[src/rtl/rxf_pkg.sv]
package rxf_pkg;

    typedef enum logic [2:0] {
        KIND_NONE    = 3'd0,
        KIND_BCAST   = 3'd1,
        KIND_PROMISC = 3'd2,
        KIND_MCAST   = 3'd3,
        KIND_UCAST   = 3'd4
    } match_kind_e;

    typedef enum logic [1:0] {
        ST_IDLE   = 2'd0,
        ST_GATHER = 2'd1,
        ST_DECIDE = 2'd2,
        ST_SKIP   = 2'd3
    } fsm_state_e;

endpackage

[src/rtl/rxf_addr_shift.sv]
module rxf_addr_shift #(
    parameter int BYTE_W = 8,
    parameter int NBYTES = 6,
    parameter int CNT_W  = $clog2(NBYTES + 1),
    localparam int ADDR_W = BYTE_W * NBYTES
) (
    input  logic              clk,
    input  logic              rst_n,
    input  logic              load_first,
    input  logic              take,
    input  logic [BYTE_W-1:0] din,
    output logic [CNT_W-1:0]  byte_cnt,
    output logic [ADDR_W-1:0] addr
);

    localparam logic [CNT_W-1:0] FULL_CNT = CNT_W'(NBYTES);

    always_ff @(posedge clk or negedge rst_n) begin
        if (!rst_n) begin
            byte_cnt <= '0;
        end else if (load_first) begin
            byte_cnt <= CNT_W'(1);
        end else if (take && (byte_cnt < FULL_CNT)) begin
            byte_cnt <= byte_cnt + CNT_W'(1);
        end
    end

    // one register per address byte; lane i holds the i-th received byte
    for (genvar i = 0; i < NBYTES; i++) begin : g_lane
        logic [BYTE_W-1:0] lane_q;
        always_ff @(posedge clk or negedge rst_n) begin
            if (!rst_n) begin
                lane_q <= '0;
            end else if (load_first) begin
                lane_q <= (i == 0) ? din : '0;
            end else if (take && (byte_cnt == CNT_W'(i))) begin
                lane_q <= din;
            end
        end
        assign addr[i*BYTE_W +: BYTE_W] = lane_q;
    end

endmodule

[src/rtl/rxf_match.sv]
module rxf_match
    import rxf_pkg::*;
#(
    parameter int ADDR_W      = 48,
    parameter int REG_W       = 32,
    parameter int CTL_W       = 32,
    parameter int FILT_EN_BIT = 5,
    localparam int HI_W       = ADDR_W - REG_W
) (
    input  logic [ADDR_W-1:0] dest,
    input  logic              too_long,
    input  logic              too_short,
    input  logic [REG_W-1:0]  stn_lo,
    input  logic [REG_W-1:0]  stn_hi,
    input  logic [REG_W-1:0]  mca_lo,
    input  logic [REG_W-1:0]  mca_hi,
    input  logic [REG_W-1:0]  mcm_lo,
    input  logic [REG_W-1:0]  mcm_hi,
    input  logic [CTL_W-1:0]  filt_ctl,
    output match_kind_e       kind
);

    logic [ADDR_W-1:0] stn_addr;
    logic [ADDR_W-1:0] mc_addr;
    logic [ADDR_W-1:0] mc_mask;
    logic              mc_armed;
    logic              unused_upper;

    assign stn_addr = {stn_hi[HI_W-1:0], stn_lo};
    assign mc_addr  = {mca_hi[HI_W-1:0], mca_lo};
    assign mc_mask  = {mcm_hi[HI_W-1:0], mcm_lo};
    assign mc_armed = ~(&mc_addr);

    assign unused_upper = ^{stn_hi[REG_W-1:HI_W], mca_hi[REG_W-1:HI_W],
                            mcm_hi[REG_W-1:HI_W], filt_ctl};

    // priority: length drops, broadcast, filter off, multicast, station
    always_comb begin
        kind = KIND_NONE;
        if (too_long || too_short) begin
            kind = KIND_NONE;
        end else if (&dest) begin
            kind = KIND_BCAST;
        end else if (!filt_ctl[FILT_EN_BIT]) begin
            kind = KIND_PROMISC;
        end else if (mc_armed && ((dest & mc_mask) == mc_addr)) begin
            kind = KIND_MCAST;
        end else if (dest == stn_addr) begin
            kind = KIND_UCAST;
        end
    end

endmodule

[src/rtl/rxf_ctrl_fsm.sv]
module rxf_ctrl_fsm
    import rxf_pkg::*;
#(
    parameter int NBYTES    = 6,
    parameter int CNT_W     = $clog2(NBYTES + 1),
    parameter int LEN_W     = 16,
    parameter int MAX_FRAME = 1518
) (
    input  logic             clk,
    input  logic             rst_n,
    input  logic             in_valid,
    input  logic             in_first,
    input  logic             in_last,
    input  logic [LEN_W-1:0] in_len,
    input  logic [CNT_W-1:0] byte_cnt,
    input  match_kind_e      kind_in,
    output logic             load_first,
    output logic             take,
    output logic             eval,
    output logic             too_long,
    output logic             too_short,
    output logic             dec_valid,
    output logic             dec_accept,
    output logic [2:0]       dec_kind
);

    localparam logic [CNT_W-1:0] LAST_IDX = CNT_W'(NBYTES - 1);
    localparam logic [LEN_W-1:0] MAX_LEN  = LEN_W'(MAX_FRAME);

    fsm_state_e state_q, state_d;
    logic       ended_q;
    logic       len_big;

    assign len_big    = in_len > MAX_LEN;
    assign load_first = (state_q == ST_IDLE) && in_valid && in_first;
    assign take       = (state_q == ST_GATHER) && in_valid;
    assign eval       = (state_q == ST_DECIDE);

    always_comb begin
        state_d = state_q;
        unique case (state_q)
            ST_IDLE: begin
                if (in_valid && in_first) begin
                    state_d = (len_big || in_last) ? ST_DECIDE : ST_GATHER;
                end
            end
            ST_GATHER: begin
                if (in_valid && ((byte_cnt == LAST_IDX) || in_last)) begin
                    state_d = ST_DECIDE;
                end
            end
            ST_DECIDE: begin
                state_d = (ended_q || (in_valid && in_last)) ? ST_IDLE : ST_SKIP;
            end
            ST_SKIP: begin
                if (in_valid && in_last) begin
                    state_d = ST_IDLE;
                end
            end
            default: state_d = ST_IDLE;
        endcase
    end

    always_ff @(posedge clk or negedge rst_n) begin
        if (!rst_n) begin
            state_q <= ST_IDLE;
        end else begin
            state_q <= state_d;
        end
    end

    // per-frame flags captured as bytes arrive
    always_ff @(posedge clk or negedge rst_n) begin
        if (!rst_n) begin
            ended_q   <= 1'b0;
            too_long  <= 1'b0;
            too_short <= 1'b0;
        end else if (load_first) begin
            ended_q   <= in_last;
            too_long  <= len_big;
            too_short <= in_last && !len_big;
        end else if (take && in_last) begin
            ended_q   <= 1'b1;
            too_short <= byte_cnt < LAST_IDX;
        end
    end

    // registered decision outputs
    always_ff @(posedge clk or negedge rst_n) begin
        if (!rst_n) begin
            dec_valid  <= 1'b0;
            dec_accept <= 1'b0;
            dec_kind   <= KIND_NONE;
        end else begin
            dec_valid  <= eval;
            dec_accept <= eval && (kind_in != KIND_NONE);
            dec_kind   <= eval ? kind_in : KIND_NONE;
        end
    end

    assert_reset_quiet_R1: assert property (@(posedge clk)
        !rst_n |=> !dec_valid);

    assert_idle_zero_R1: assert property (@(posedge clk) disable iff (!rst_n)
        !dec_valid |-> (dec_kind == 3'd0) && !dec_accept);

    assert_single_pulse_R10: assert property (@(posedge clk) disable iff (!rst_n)
        dec_valid |=> !dec_valid);

    assert_accept_code_R11: assert property (@(posedge clk) disable iff (!rst_n)
        dec_valid |-> (dec_accept == (dec_kind != 3'd0)));

    assert_latency_R9: assert property (@(posedge clk) disable iff (!rst_n)
        eval |=> dec_valid);

endmodule

[src/rtl/rx_dest_filter.sv]
module rx_dest_filter
    import rxf_pkg::*;
#(
    parameter int DATA_W      = 8,
    parameter int ADDR_BYTES  = 6,
    parameter int REG_W       = 32,
    parameter int LEN_W       = 16,
    parameter int CTL_W       = 32,
    parameter int MAX_FRAME   = 1518,
    parameter int FILT_EN_BIT = 5
) (
    input  logic              clk,
    input  logic              rst_n,
    input  logic              in_valid,
    input  logic [DATA_W-1:0] in_data,
    input  logic              in_first,
    input  logic              in_last,
    input  logic [LEN_W-1:0]  in_len,
    input  logic [REG_W-1:0]  stn_lo,
    input  logic [REG_W-1:0]  stn_hi,
    input  logic [REG_W-1:0]  mca_lo,
    input  logic [REG_W-1:0]  mca_hi,
    input  logic [REG_W-1:0]  mcm_lo,
    input  logic [REG_W-1:0]  mcm_hi,
    input  logic [CTL_W-1:0]  filt_ctl,
    output logic              dec_valid,
    output logic              dec_accept,
    output logic [2:0]        dec_kind
);

    localparam int ADDR_W = DATA_W * ADDR_BYTES;
    localparam int CNT_W  = $clog2(ADDR_BYTES + 1);

    logic [CNT_W-1:0]  byte_cnt;
    logic [ADDR_W-1:0] dest;
    logic              load_first, take, eval, too_long, too_short;
    match_kind_e       kind_w;

    rxf_addr_shift #(
        .BYTE_W (DATA_W),
        .NBYTES (ADDR_BYTES),
        .CNT_W  (CNT_W)
    ) u_shift (
        .clk        (clk),
        .rst_n      (rst_n),
        .load_first (load_first),
        .take       (take),
        .din        (in_data),
        .byte_cnt   (byte_cnt),
        .addr       (dest)
    );

    rxf_match #(
        .ADDR_W      (ADDR_W),
        .REG_W       (REG_W),
        .CTL_W       (CTL_W),
        .FILT_EN_BIT (FILT_EN_BIT)
    ) u_match (
        .dest      (dest),
        .too_long  (too_long),
        .too_short (too_short),
        .stn_lo    (stn_lo),
        .stn_hi    (stn_hi),
        .mca_lo    (mca_lo),
        .mca_hi    (mca_hi),
        .mcm_lo    (mcm_lo),
        .mcm_hi    (mcm_hi),
        .filt_ctl  (filt_ctl),
        .kind      (kind_w)
    );

    rxf_ctrl_fsm #(
        .NBYTES    (ADDR_BYTES),
        .CNT_W     (CNT_W),
        .LEN_W     (LEN_W),
        .MAX_FRAME (MAX_FRAME)
    ) u_fsm (
        .clk        (clk),
        .rst_n      (rst_n),
        .in_valid   (in_valid),
        .in_first   (in_first),
        .in_last    (in_last),
        .in_len     (in_len),
        .byte_cnt   (byte_cnt),
        .kind_in    (kind_w),
        .load_first (load_first),
        .take       (take),
        .eval       (eval),
        .too_long   (too_long),
        .too_short  (too_short),
        .dec_valid  (dec_valid),
        .dec_accept (dec_accept),
        .dec_kind   (dec_kind)
    );

    assert_oversize_drop_R2: assert property (@(posedge clk) disable iff (!rst_n)
        eval && too_long |-> kind_w == KIND_NONE);

    assert_short_drop_R3: assert property (@(posedge clk) disable iff (!rst_n)
        eval && too_short |-> kind_w == KIND_NONE);

    assert_bcast_accept_R4: assert property (@(posedge clk) disable iff (!rst_n)
        eval && !too_long && !too_short && (&dest) |-> kind_w == KIND_BCAST);

    assert_promisc_R5: assert property (@(posedge clk) disable iff (!rst_n)
        eval && !too_long && !too_short && !(&dest) && !filt_ctl[FILT_EN_BIT]
        |-> kind_w == KIND_PROMISC);

endmodule

[config.mk]
export PLATFORM = sky130hd
export DESIGN_NAME = rx_dest_filter
export DESIGN_NICKNAME = d
export VERILOG_FILES = /design/src/rtl/rxf_pkg.sv /design/src/rtl/rxf_addr_shift.sv /design/src/rtl/rxf_match.sv /design/src/rtl/rxf_ctrl_fsm.sv /design/src/rtl/rx_dest_filter.sv
export SDC_FILE = /design/constraint.sdc
export NUM_CORES = 1
export LEC_CHECK = 0
export BUFFER_PORTS_ARGS = -buffer_cell sky130_fd_sc_hd__buf_2
export CORE_ASPECT_RATIO = 1.5
export CORE_MARGIN = 4
export CORE_UTILIZATION = 40
export DETAILED_ROUTE_END_ITERATION = 6
export GPL_TIMING_DRIVEN = 0
export PLACE_DENSITY = 0.76
export SLEW_MARGIN = 25
export SYNTH_ARGS = -nofsm -noshare
export SYNTH_HDL_FRONTEND = slang
export SYNTH_HIERARCHICAL = 1
export SYNTH_SLANG_ARGS = --single-unit
[constraint.sdc]
create_clock -name clk -period 2.4 [get_ports clk]
set_clock_uncertainty 0.1 [all_clocks]
set_input_delay 0.36 -clock clk [delete_from_list [all_inputs] [get_ports clk]]
set_output_delay 0.36 -clock clk [all_outputs]
set_load 0.05 [all_outputs]
After elaboration in Yosys (flattened, before gate mapping)
Index checks and enable logic that the tools add are counted.

Register bits after elaboration: 61. Bits of input ports: 253. Output and inout bits: 5. Word-level logic and storage cells: 99.

Add/subtract/negate cells: 1. Magnitude comparators: 3. Eq/ne operators: 13. Multiplexer cells: 30. Bitwise operators: 2. Reduce and logical (&&, ||, !) cells: 36.

Operators with widths (count): $eq A48 B48 Y1 (2); $mux W8 (12); $reduce_and A48 Y1 (2); $and A48 B48 Y48 (1); $mux W3 (8); $logic_and A1 B1 Y1 (17); $gt A16 B11 Y1 const B (1); $reduce_bool A2 Y1 (8); $mux W2 (5); $pmux W2 S4 (1); $eq A3 B2 Y1 const B (2); $eq A3 B3 Y1 const B (2); $lt A3 B3 Y1 const B (2); $eq A2 B2 Y1 const B (2); $logic_or A1 B1 Y1 (4); $mux W1 (4); $ne A2 B2 Y1 const B (2); $add A3 B1 Y3 const B (1); $eq A3 B1 Y1 const B (1); $logic_not A3 Y1 (1); $reduce_and A3 Y1 (1); $reduce_bool A3 Y1 (1); $eq A2 B1 Y1 const B (1); $logic_not A2 Y1 (1); 3 further kinds (3).

Longest topological paths before layout
Gate-level depths: netlist of the first run.

Word-level depth: 9. Mapped depth: 8. Depth with buffers taken out: 8.

Cells and area by module
Netlist of the first run, hierarchy kept.

By module, submodules not included: rxf_addr_shift (times used 1, cells an instance 220, area each 2150.8 µm², sequential area each 1276.2 µm²); rxf_match (times used 1, cells an instance 217, area each 1483.9 µm², sequential area each 0.0 µm²); rxf_ctrl_fsm (times used 1, cells an instance 55, area each 526.8 µm², sequential area each 250.2 µm²).

Worst setup path after synthesis of the first run
No wires, ideal clock.

Kind: reg-to-reg. Start point: reg u_shift.g_lane[1].lane_q[6]. End point: reg u_fsm.dec_accept. Library setup time: 0.131 ns. Arrival time: 1.915 ns. Required time: 2.169 ns. Slack: 0.254 ns. Cell stages (with the launch flop): 9. Path buffers: 0. Period minus slack after synthesis: 2.146 ns. Cell sequence: dfrtp_1 > a21oi_1 > o22ai_1 > nor4_2 > nand4_1 > or3_4 > and4_1 > and2_1 > or3_1.

Word-level cells in the longest chain between the ends: 9. Elaborated cells between the ends (all ways): 12. Classes of those cells: 2 x eq/ne; 5 x mux; 1 x bitwise; 4 x reduce/logical.

RTL lines: from (decl) (line rxf_addr_shift.sv:30) `logic [BYTE_W-1:0] lane_q;`; from (signal assigned) (line rxf_addr_shift.sv:35) `lane_q <= (i == 0) ? din : '0;`; from (signal assigned) (line rxf_addr_shift.sv:37) `lane_q <= din;`; $and A48 B48 Y48 (line rxf_match.sv:46) `end else if (mc_armed && ((dest & mc_mask) == mc_addr)) begin`; $eq A48 B48 Y1 (line rxf_match.sv:46); $logic_and A1 B1 Y1 (line rxf_match.sv:46); $mux W3 (line rxf_match.sv:46); $mux W3 (line rxf_match.sv:44) `end else if (!filt_ctl[FILT_EN_BIT]) begin`; $mux W3 * (line rxf_match.sv:42) `end else if (&dest) begin`; $mux W3 * (line rxf_match.sv:40) `if (too_long || too_short) begin`; via kind_w[2] (line rx_dest_filter.sv:37) `match_kind_e kind_w;`; $reduce_bool A3 Y1 * (line rxf_ctrl_fsm.sv:96) `dec_accept <= eval && (kind_in != KIND_NONE);`; $logic_and A1 B1 Y1 * (line rxf_ctrl_fsm.sv:96); to (signal assigned) (line rxf_ctrl_fsm.sv:96); to (decl) (line rxf_ctrl_fsm.sv:23) `output logic dec_accept,`.

Mark *: on every way through the listed nets, which the timed path passes. The rest lies on a longest branch. A chain may end at the register's enable or synchronous reset.

Worst setup path in the final report of the first run
Start point: reg u_shift.g_lane[0].lane_q[0]. End point: reg u_fsm.dec_accept.

Word-level cells in the longest chain between the ends: 9. Elaborated cells between the ends (all ways): 12. Classes of those cells: 2 x eq/ne; 5 x mux; 1 x bitwise; 4 x reduce/logical.

RTL lines (line): from (decl) (rxf_addr_shift.sv:30); from (signal assigned) (rxf_addr_shift.sv:35); from (signal assigned) (rxf_addr_shift.sv:37); $and A48 B48 Y48 (rxf_match.sv:46); $eq A48 B48 Y1 (rxf_match.sv:46); $logic_and A1 B1 Y1 (rxf_match.sv:46); $mux W3 (rxf_match.sv:46); $mux W3 (rxf_match.sv:44); $mux W3 * (rxf_match.sv:42); $mux W3 * (rxf_match.sv:40); via kind_w[2] (rx_dest_filter.sv:37); $reduce_bool A3 Y1 * (rxf_ctrl_fsm.sv:96); $logic_and A1 B1 Y1 * (rxf_ctrl_fsm.sv:96).

Marked as above.

==> results.md, run 1 <==
* Type of element launching the critical path: flop
* Tot GR Track Use at between 20% and 30%
* Synth top area share at 36.7%
* Final-report setup violation count at 1
* Wire length of the first global-routing pass at 26.0 mm
* Die width at 91.3 µm
* Top cells by area, synth: dfrtp_1 (37%), nand2_1 (11%), xor2_1 (10%)
* Post-synth top area cell: dfrtp_1
* Post-Syn Area per Cell at around 8.5 µm²
* CTS Buffer Depth at 2
* CP Max Fanout at 2
* Clk Latency, worst-skew pair at 0.32 ns
* Syn-to-layout area delta at 36.0%
* Starting Density at 41.1%
* Number of antenna diodes at 0
* Rel. slew slack at 48.2%
* Finished Layout Cells at roughly 800
* DRC violation total after the first TritonRoute iteration at 411
* Setup WS pre-CTS at -0.347 ns
* Async S/R FF share, synth at between 90% and 100%
* Die area at 12100 µm²
* Post-Place Cells at approximately 790
* Residual DRC count at 0
* Fmax at 409 MHz
* Total Nets Final at 945
* Height of the die at about 130 µm
* Root Driver: clkbuf_16
* Final ANT Viol Nets at 0
* GP Congestion at 0.964
* TritonRoute pass-1 iters at 6
* Post-synth EDFFs at 0
* Max-Cap Viols at 0
* Drt total wl at approximately 17 mm
* Final WS setup at -0.0466 ns
* Per-cell routed wire length at 21.4 µm
* Site Rows at 45
* Mapped Cells at 492
* Hold Fails Final Rpt at 0
* Pin count of the biggest net entering global routing at 62
* P per Cell Area at 998 nW/µm²
* Clock slew at reported path FFs at roughly 0.05 ns
* Crit path required time at between 2 and 3 ns
* Post-synthesis cell type count at 49
* Most used DFF post-synth: dfrtp_1
* Initial antenna violation count at 0
* Core Box Area at 10100 µm²
* Fin util at 55.9%
* Clock Sinks at 61
* Leak Pwr at ~0.0027 µW
* Slew Viols, Final at 0
* Violated checks: setup timing
* Grt total ovfl at 0
* Via count at 4714
* Inserted Clock Buffers at 9
* Number of global-route vias before repair at about 4900
* PortBufs at 178
* Post-Syn Nets at 750
* Fin crit period at 2.45 ns
* Crit share post-route at 102%
* Synth warn at 6
* IO Count at approximately 260
* Cell Area, Synth at 4160 µm²
* Critical Path Sink Type: flop
* Tightest Hold Check Type: in2async
* H-tree depth at 3
* Seq cells post-synth at 61
* Max VDD drop at 414 µV
* Least-Margin Pin Slew at 0.776 ns
* HPWL Detailed at about 14 mm
* CP arrival at 2.55 ns
* Seq/Total Area, Yosys at a little under two fifths
* Avg Vias per Cell at 5.83
* CTS tree: done
* RSZ-0062 raised after global routing: true
* Outcome: complete, but fails checks
* Critical path class: reg2reg
* Share of cells above drive strength 1 at 34.8%
what timing repair did:
action | CTS | global route
endpoints found under the setup margin | 2 | 31
gates resized for setup | 13 | 15
setup buffers | 5 | 1
hold buffers | 0 | 0
pin swaps | 6 | 3
area by class of cell:
class                   count  area, µm²
plain buffers              14       71.3
clock buffers              12        246
clock inverters             4       95.1
fillers                   972       4470
inverters                   5       18.8
multi-input cells         412       2600
flip-flops and latches     61       1540
well taps                 117        146
repair buffers            184        938
report_power, final:
part	switching [µW]	internal (µW)	leakage, µW	total (µW)
clock network	433	1040	0.000167	1470
registers	646	1470	0.000788	2110
logic	1130	934	0.00171	2060
metrics by stage:
stage | total power [µW] | TNS, ns | hold WS (ns) | cell area, µm²
after floorplan | 3190 | 0 | -0.0356 | 4160
after global placement | 3930 | -0.292 | 0.340 | 5200
after detailed placement | 4020 | -0.374 | 0.359 | 5200
after CTS | 5600 | -0.0413 | 0.0359 | 5630
after global routing | 5940 | -0.105 | 0.0730 | 5660
final | 5650 | -0.0466 | 0.0144 | 5660
routing by layer:
layer | track usage, % | vias to the layer above | part of all wire, %
li1 | - | 2145 | -
met3 | 7.62 | 57 | 9.8
met2 | 47.2 | 329 | 47
met5 | 0 | - | 0
met1 | 32.3 | 2183 | 38
met4 | 15.4 | 0 | 5.6
cells in the mapped netlist (all sizes together), types with 2 or more instances:
library cell and n:
nor3 2, dfrtp 61, and3b 2, buf 6
inv 5, nand4 31, a31oi 4, nand3b 3
and2 5, nor4 30, o22ai 3, nand2 120
a21boi 2, clkbuf 8, xor2 48, and3 10
a31o 2, nor2b 2, xnor2 40, nor2 4
a21o 2, nand2b 2, a21oi 54, a22o 2
or3 3, ha 5, mux2 9, nand3 13
o21ai 4
state kept, by name (all words and copies together) (netlist names), 2 cells and up:
| name | count |
|---|---|
| u_shift/g_lane.lane_q | 48 |
| u_fsm/dec_kind | 3 |
| u_shift/byte_cnt | 3 |
| u_fsm/state_q | 2 |
cells by family (layout without fill, tap and decap cells):
| kind of cell | after synthesis | in the layout | synth area share [%] |
|---|---|---|---|
| compound gates | 80 | 80 | 11.5 |
| xor+xnor | 88 | 88 | 18.5 |
| fa+ha+maj | 5 | 5 | 1.50 |
| buf+inv | 19 | 219 | 2.04 |
| flops | 61 | 61 | 36.7 |
| mux | 9 | 9 | 2.44 |
| simple gates | 230 | 230 | 27.3 |
final timing paths:
check                           slack [ns]                   startpoint  depth (start not counted)                     endpoint
worst max-delay path                 -0.05  u_shift/g_lane[0].lane_q[0]                          8             u_fsm/dec_accept
worst min-delay path                  0.01                        rst_n                          1            u_fsm/dec_kind[2]
worst max register to register       -0.05  u_shift/g_lane[0].lane_q[0]                          8             u_fsm/dec_accept
worst min register to register        0.36             u_fsm/state_q[0]                          1              u_fsm/dec_valid
max in group asynchronous             1.62                        rst_n                          1  u_shift/g_lane[0].lane_q[3]
min in group clk                      0.26                   in_data[7]                          3  u_shift/g_lane[4].lane_q[7]
critical path, stage by stage (launching register included):
cell,delay [ns]
dfrtp_2,0.41
nand2_2,0.08
xnor2_2,0.15
nor4_4,0.34
nand4_1,0.18
or3_4,0.45
and4_1,0.16
and2_1,0.14
or3_1,0.31
placed cells by master (no fill, tap or decap), types with 5 or more instances in the layout:
master / count
buf_2: 180
mux2_2: 6
clkbuf_16: 9
nand2_1: 119
xor2_1: 48
nor4_2: 5
buf_4: 9
a21oi_1: 53
clkbuf_1: 5
nand4_1: 31
xnor2_1: 39
ha_1: 5
clkbuf_2: 6
nand3_1: 13
and2_1: 5
nor4_1: 24
and3_1: 10
dfrtp_2: 12
dfrtp_1: 49
Power figures use the tool's default switching activity.
==> run 2, diff against run 1 <==
PLACE_DENSITY = 0.79   (was 0.76)
clock period = 2.1 ns   (was 2.4 ns; I/O delays follow)
==> run 2 against run 1 <==
Compared with the run above:
- largest cell class unchanged
- cell count is 2.3% higher
- the flow still finishes with violations (setup timing)
- worst hold slack better by 0.18 ns
- register-to-register slack worse by 0.27 ns
==> results.md, run 2 (synthesis gave the netlist of run 1 again) <==
* CP Max Fanout at 4 (+2)
* Height of the die at 133 µm (unchanged)
* Crit share post-route at 115% (+13 points)
* Via count at 4829 (+2.4%)
* Max stage delay on crit path at 0.44 ns (about the same)
* Max VDD drop at 513 µV (+24%)
* Critical path buffers and inverters at 0 (unchanged)
* Final ANT Viol Nets at 0 (unchanged)
* Total length of routed met3 wires at 1.93 mm (+14%)
* Clock Sinks at 61 (unchanged)
* Site Rows at 45 (unchanged)
* H-tree depth at 3 (unchanged)
* DRC violation total after the first TritonRoute iteration at 408 (-0.73%)
* Pin count of the biggest net entering global routing at 62 (unchanged)
* P per Cell Area at 1150 nW/µm² (+15%)
* Per-cell routed wire length at 21.4 µm (-0.22%)
* Most frequent cells in the layout: buf_2 (181), nand2_1 (118), a21oi_1 (54)
* Die area at 12100 µm² (unchanged)
* Rel. slew slack at 46.7% (-1.5 points)
* Least-Margin Pin Slew at 0.799 ns (+0.0225 ns)
* Fin crit period at 2.42 ns (-0.0299 ns)
* Number of flip-flops in the largest register at 48 (unchanged)
* Total Nets Final at 964 (+2.0%)
* Top Registers: u_shift/g_lane.lane_q (48), u_fsm/dec_kind (3), u_shift/byte_cnt (3)
* Root Driver: clkbuf_16
* Avg Vias per Cell at 5.83 (about the same)
* Violated checks: setup timing
* Critical path class: reg2reg
* Crit path required time at 2.21 ns (-0.29 ns)
* CP dominant cell by count: or3_4
* RSZ-0062 raised after global routing: true
* Fmax at 414 MHz (+1.2%)
* Critical Path Sink Type: flop
* Tot GR Track Use at 28.4% (+0.32 points)
* Placed inst area at 5200 µm² (unchanged)
* Grt total ovfl at 0 (unchanged)
* Outcome: complete, but fails checks
* Residual DRC count at 0 (unchanged)
* TritonRoute pass-1 iters at 7 (+1)
* PortBufs at 178 (unchanged)
* IO Count at 258 (unchanged)
* Wire length of the first global-routing pass at 26.4 mm (+1.9%)
* Fin area at 5920 µm² (+4.6%)
* Clk Latency, worst-skew pair at 0.33 ns (about the same)
* Max-Cap Viols at 0 (unchanged)
* Tightest Hold Check Type: in2reg
* Clock slew at reported path FFs at 0.06 ns (about the same)
* Metal2 WL at 8.11 mm (-0.27%)
* Number of antenna diodes at 0 (unchanged)
* Die width at 91.3 µm (unchanged)
* Slew Viols, Final at 0 (unchanged)
* Met1 Wirelength at 6.60 mm (+1.5%)
* CP arrival at 2.52 ns (-0.03 ns)
* CTS tree: done
* Type of element launching the critical path: flop
* Initial antenna violation count at 0 (unchanged)
* HPWL Detailed at 13.7 mm (-3.6%)
* CP max stage cell: or3_4
* Leak Pwr at 0.00277 µW (+3.9%)
* Final WS setup at -0.317 ns (-0.270 ns)
* Commonest non-fill, non-tap cell in the layout: buf_2
* Hold Fails Final Rpt at 0 (unchanged)
* GP Congestion at 0.949 (-1.6%)
* CTS Buffer Depth at 2 (unchanged)
* Top Family by Delay on Critical Path: simple AND/OR/NAND/NOR gates
* CP Cell Sequence: nand2_2 > xnor2_2 > nor4_4 > nand4_1 > or3_4 > and4_1 > and2_4 > or3_4
* Syn-to-layout area delta at 42.2%
* Starting Density at 41.1% (unchanged)
* Drt total wl at 17.7 mm (+2.1%)
* Inserted Clock Buffers at 9 (unchanged)
* Fin util at 58.4% (+2.5 points)
* Top layer in use: met4
* Largest Register: u_shift/g_lane.lane_q
* Share of cells above drive strength 1 at 41.1% (+6.2 points)
* Final-report setup violation count at 4 (+3)
* Number of global-route vias before repair at 4999 (+2.9%)
* Core Box Area at 10100 µm² (unchanged)
## run 2: timing repair
action | CTS | global route
gates resized for setup | 44 | 14
pin swaps | 14 | 6
setup buffers | 20 | 5
endpoints found under the setup margin | 52 | 51
hold buffers | 1 | 0
hold endpoints to repair | 61 | 0
## run 2: final timing paths
| kind | startpoint | slack, ns | depth (start not counted) | end |
|---|---|---|---|---|
| min in group asynchronous | rst_n | 0.49 | 2 | u_fsm/ended_q |
| max in group asynchronous | rst_n | 0.81 | 2 | u_shift/g_lane[1].lane_q[6] |
| hold / removal | in_data[7] | 0.19 | 3 | u_shift/g_lane[5].lane_q[7] |
| hold reg to reg | u_fsm/state_q[0] | 0.38 | 1 | u_fsm/dec_valid |
| setup reg to reg | u_shift/g_lane[4].lane_q[1] | -0.32 | 8 | u_fsm/dec_accept |
| setup / recovery | u_shift/g_lane[4].lane_q[1] | -0.32 | 8 | u_fsm/dec_accept |
## run 2: report_power, final
| group | internal (µW) | switching [µW] |
|---|---|---|
| logic | 1270 | 1490 |
| registers | 1700 | 691 |
| clock network | 1080 | 555 |
## run 2: final cells by class
cell class	instances	area (µm²)
inverter	5	18.8
tap	117	146
sequential	61	1560
clock inverter	6	95.1
fill	892	4220
multi-input combinational	412	2690
timing repair buffer	204	1110
clock buffer	10	239
buffer	13	67.6
## run 2: per-layer routing
metal,vias up,track usage [%]
met2,392,47.1
met5,-,0
met1,2190,33.1
li1,2180,-
met3,67,7.96
met4,0,15.3
## run 2: per-stage QoR
stage / power, µW / cells / setup TNS [ns] / hold WS [ns] / setup slack (ns)
after detailed placement: 4590 / 787 / -5.86 / 0.333 / -0.527
final: 6780 / 828 / -0.829 / 0.190 / -0.317
after global routing: 7110 / 828 / -0.939 / 0.210 / -0.373
after global placement: 4480 / 787 / -2.42 / 0.341 / -0.490
after floorplan: 3650 / 492 / -0.0291 / -0.0806 / -0.0291
after CTS: 6620 / 823 / -0.264 / 0.183 / -0.251
## run 2: worst register-to-register path, stage by stage, from the launching register on
cell	delay, ns
dfrtp_2	0.43
nand2_2	0.08
xnor2_2	0.15
nor4_4	0.33
nand4_1	0.14
or3_4	0.44
and4_1	0.17
and2_4	0.14
or3_4	0.31
==> run 3, diff against run 2 <==
CTS_CLUSTER_SIZE = 40   (was default)
PLACE_DENSITY = 0.76   (was 0.79)
clock period = 2.67 ns   (was 2.1 ns; I/O delays follow)
==> run 3 against run 2 <==
Compared with the run above:
- non-clock buffer count down 25
- the run now ends clean
- routed wire length down 3.0%
- via count down 3.9%
- highest routed layer unchanged
- largest cell class unchanged
- fmax down 7.5%
- combinational power down 37%
- clock power down 19%
- first-iteration DRC count down 2.7%
==> results.md, run 3 (synthesis gave the netlist of run 1 again) <==
* Crit share post-route at 97.9% (-17 points)
* Int Pwr at 3030 µW (-25%)
* Clk Latency, worst-skew pair at 0.32 ns (about the same)
* PortBufs at 178 (unchanged)
* Grt total ovfl at 0 (unchanged)
* Rel. slew slack at 47.9% (+1.1 points)
* Starting Density at 41.1% (unchanged)
* Initial antenna violation count at 0 (unchanged)
* Per-cell routed wire length at 21.4 µm (about the same)
* Final ANT Viol Nets at 0 (unchanged)
* CTS tree: done
* Reg2Reg Setup Slack at 0.06 ns (+0.37 ns)
* TritonRoute pass-1 iters at 5 (-2)
* Top Family by Delay on Critical Path: simple AND/OR/NAND/NOR gates
* Critical path class: reg2reg
* Wire length of the first global-routing pass at 25.7 mm (-2.7%)
* Number of global-route vias before repair at 4837 (-3.2%)
* CP Max Fanout at 4 (unchanged)
* Outcome: finished, final reports clean
* R2R Path End: u_fsm/dec_accept
* Max-Cap Viols at 0 (unchanged)
* Tightest Hold Check Type: in2async
* Most frequent cells in the layout: buf_2 (180), nand2_1 (120), dfrtp_1 (59)
* Slew Viols, Final at 0 (unchanged)
* Residual DRC count at 0 (unchanged)
* Fill count at 984 (+10%)
* Seq pwr share at 38.3% (+3.1 points)
* Via count at 4642 (-3.9%)
* Hold Fails Final Rpt at 0 (unchanged)
* Type of element launching the critical path: flop
* CP arrival at 2.71 ns (+0.19 ns)
* Crit path required time at 2.77 ns (+0.56 ns)
* Top Registers: u_shift/g_lane.lane_q (48), u_fsm/dec_kind (3), u_shift/byte_cnt (3)
* Height of the die at 133 µm (unchanged)
* Fin crit period at 2.61 ns (+0.196 ns)
* Reg2reg path depth at 8 (unchanged)
* Final-report setup violation count at 0 (-4)
* Share of cells above drive strength 1 at 31.3% (-9.7 points)
* Number of flip-flops in the largest register at 48 (unchanged)
* Total Nets Final at 939 (-2.6%)
* Area occupied by multi-input gates at 2560 µm² (-4.6%)
* GP Congestion at 0.964 (+1.6%)
* Clk pwr share at 26.6% (+2.5 points)
* P per Cell Area at 898 nW/µm² (-22%)
* Die area at 12100 µm² (unchanged)
* Critical Path Sink Type: flop
* Critical path buffers and inverters at 0 (unchanged)
* Hold_buf cts at 0 (-1)
* Commonest non-fill, non-tap cell in the layout: buf_2
* Placed inst area at 5200 µm² (unchanged)
* CP max stage cell: or3_4
* Comb power frac at 35.2% (-5.5 points)
* H-tree depth at 3 (unchanged)
* Hold_ws at 0.0527 ns (-0.137 ns)
* IO Count at 258 (unchanged)
* Fin util at 54.8% (-3.6 points)
* Tot GR Track Use at 27.9% (-0.59 points)
* Clock slew at reported path FFs at 0.05 ns (about the same)
* Sw frac at 39.2% (-1.1 points)
* RSZ-0062 raised after global routing: false
* Inserted Clock Buffers at 9 (unchanged)
* Max VDD drop at 373 µV (-27%)
* Fin area at 5560 µm² (-6.1%)
* Clock Sinks at 61 (unchanged)
* Site Rows at 45 (unchanged)
* Die width at 91.3 µm (unchanged)
* Largest Register: u_shift/g_lane.lane_q
* Reg2reg start: u_shift/g_lane[3].lane_q[2]
* Pin count of the biggest net entering global routing at 62 (unchanged)
* DRC violation total after the first TritonRoute iteration at 397 (-2.7%)
* Register area at 1530 µm² (-1.9%)
* CTS Buffer Depth at 2 (unchanged)
* Core Box Area at 10100 µm² (unchanged)
* Number of antenna diodes at 0 (unchanged)
* Avg Vias per Cell at 5.78 (-0.88%)
* CP Cell Sequence: nand2_1 > xnor2_1 > nor4_2 > nand4_1 > or3_4 > and4_1 > and2_1 > or3_1
* Least-Margin Pin Slew at 0.782 ns (-0.0172 ns)
* Psw at 1960 µW (-28%)
* Fmax at 383 MHz (-7.5%)
* Max stage delay on crit path at 0.44 ns (about the same)
* Sum Neg Setup Slack at 0 ns (+0.829 ns)
* Drt total wl at 17.2 mm (-3.0%)
* HPWL Detailed at 14.2 mm (+3.7%)
* Syn-to-layout area delta at 33.6%
* Leak Pwr at 0.00262 µW (-5.1%)
* Root Driver: clkbuf_16
[run 3: cell types whose count changed in the layout (fill, tap and decap cells not counted), moves of 3 or more]
cell,change
dfrtp_1,+24
clkbuf_1,+6
and2_4,-3
dfrtp_2,-24
clkbuf_2,-3
buf_4,-23
xnor2_2,-3
nor4_2,-5
clkinv_4,-3
xnor2_1,+3
and2_1,+4
nor4_1,+7
[run 3: how the worst max path moves through the flow]
| stage | to | from | cells past startpoint |
|---|---|---|---|
| 2_1_floorplan | u_fsm/dec_accept | u_shift/g_lane[1].lane_q[6] | 8 |
| 3_3_place_gp | u_fsm/dec_accept | mcm_lo[26] | 9 |
| 3_5_place_dp | u_fsm/dec_accept | u_shift/g_lane[0].lane_q[0] | 8 |
| 4_1_cts | u_fsm/dec_accept | u_shift/g_lane[0].lane_q[0] | 8 |
| 5_1_grt | u_fsm/dec_accept | u_shift/g_lane[4].lane_q[7] | 8 |
| 6_report | u_fsm/dec_accept | u_shift/g_lane[3].lane_q[2] | 8 |
[run 3: per-layer routing]
layer / global-route usage (%) / routed length, µm / vias to the layer above
met5: 0 / 0 / -
met1: 32.3 / 6450 / 2143
met3: 7.22 / 1750 / 52
li1: - / - / 2136
met2: 46.4 / 8070 / 311
met4: 15.7 / 889 / 0
[run 3: layout make-up]
type	instances	share of cell area (%)
Multi-Input combinational cell	412	46.1
Sequential cell	61	27.5
Timing Repair Buffer	178	16.1
Tap cell	117	2.63
Inverter	5	0.338
Clock buffer	12	4.43
Clock inverter	4	1.71
Buffer	14	1.19
[run 3: per-stage QoR]
step	total power [µW]	setup slack, ns	instances
after floorplan	2870	0.524	492
after detailed placement	3610	-0.0769	787
after global placement	3530	-0.0240	787
after global routing	5250	0.0278	803
after CTS	4960	0.0397	803
final	4990	0.0571	803
[run 3: timing repair]
item / in CTS / in global routing
pin swaps: 0 / 0
buffers inserted: 0 / 0
endpoints found under the setup margin: 1 / 1
resized for setup: 1 / 3
[run 3: power groups by stage]
stage,registers [µW],clock network [µW],logic (µW)
after global routing,1950,1380,1920
after floorplan,1700,0,1170
after detailed placement,1900,0,1710
after global placement,1880,0,1650
final,1910,1330,1750
after CTS,1890,1340,1730
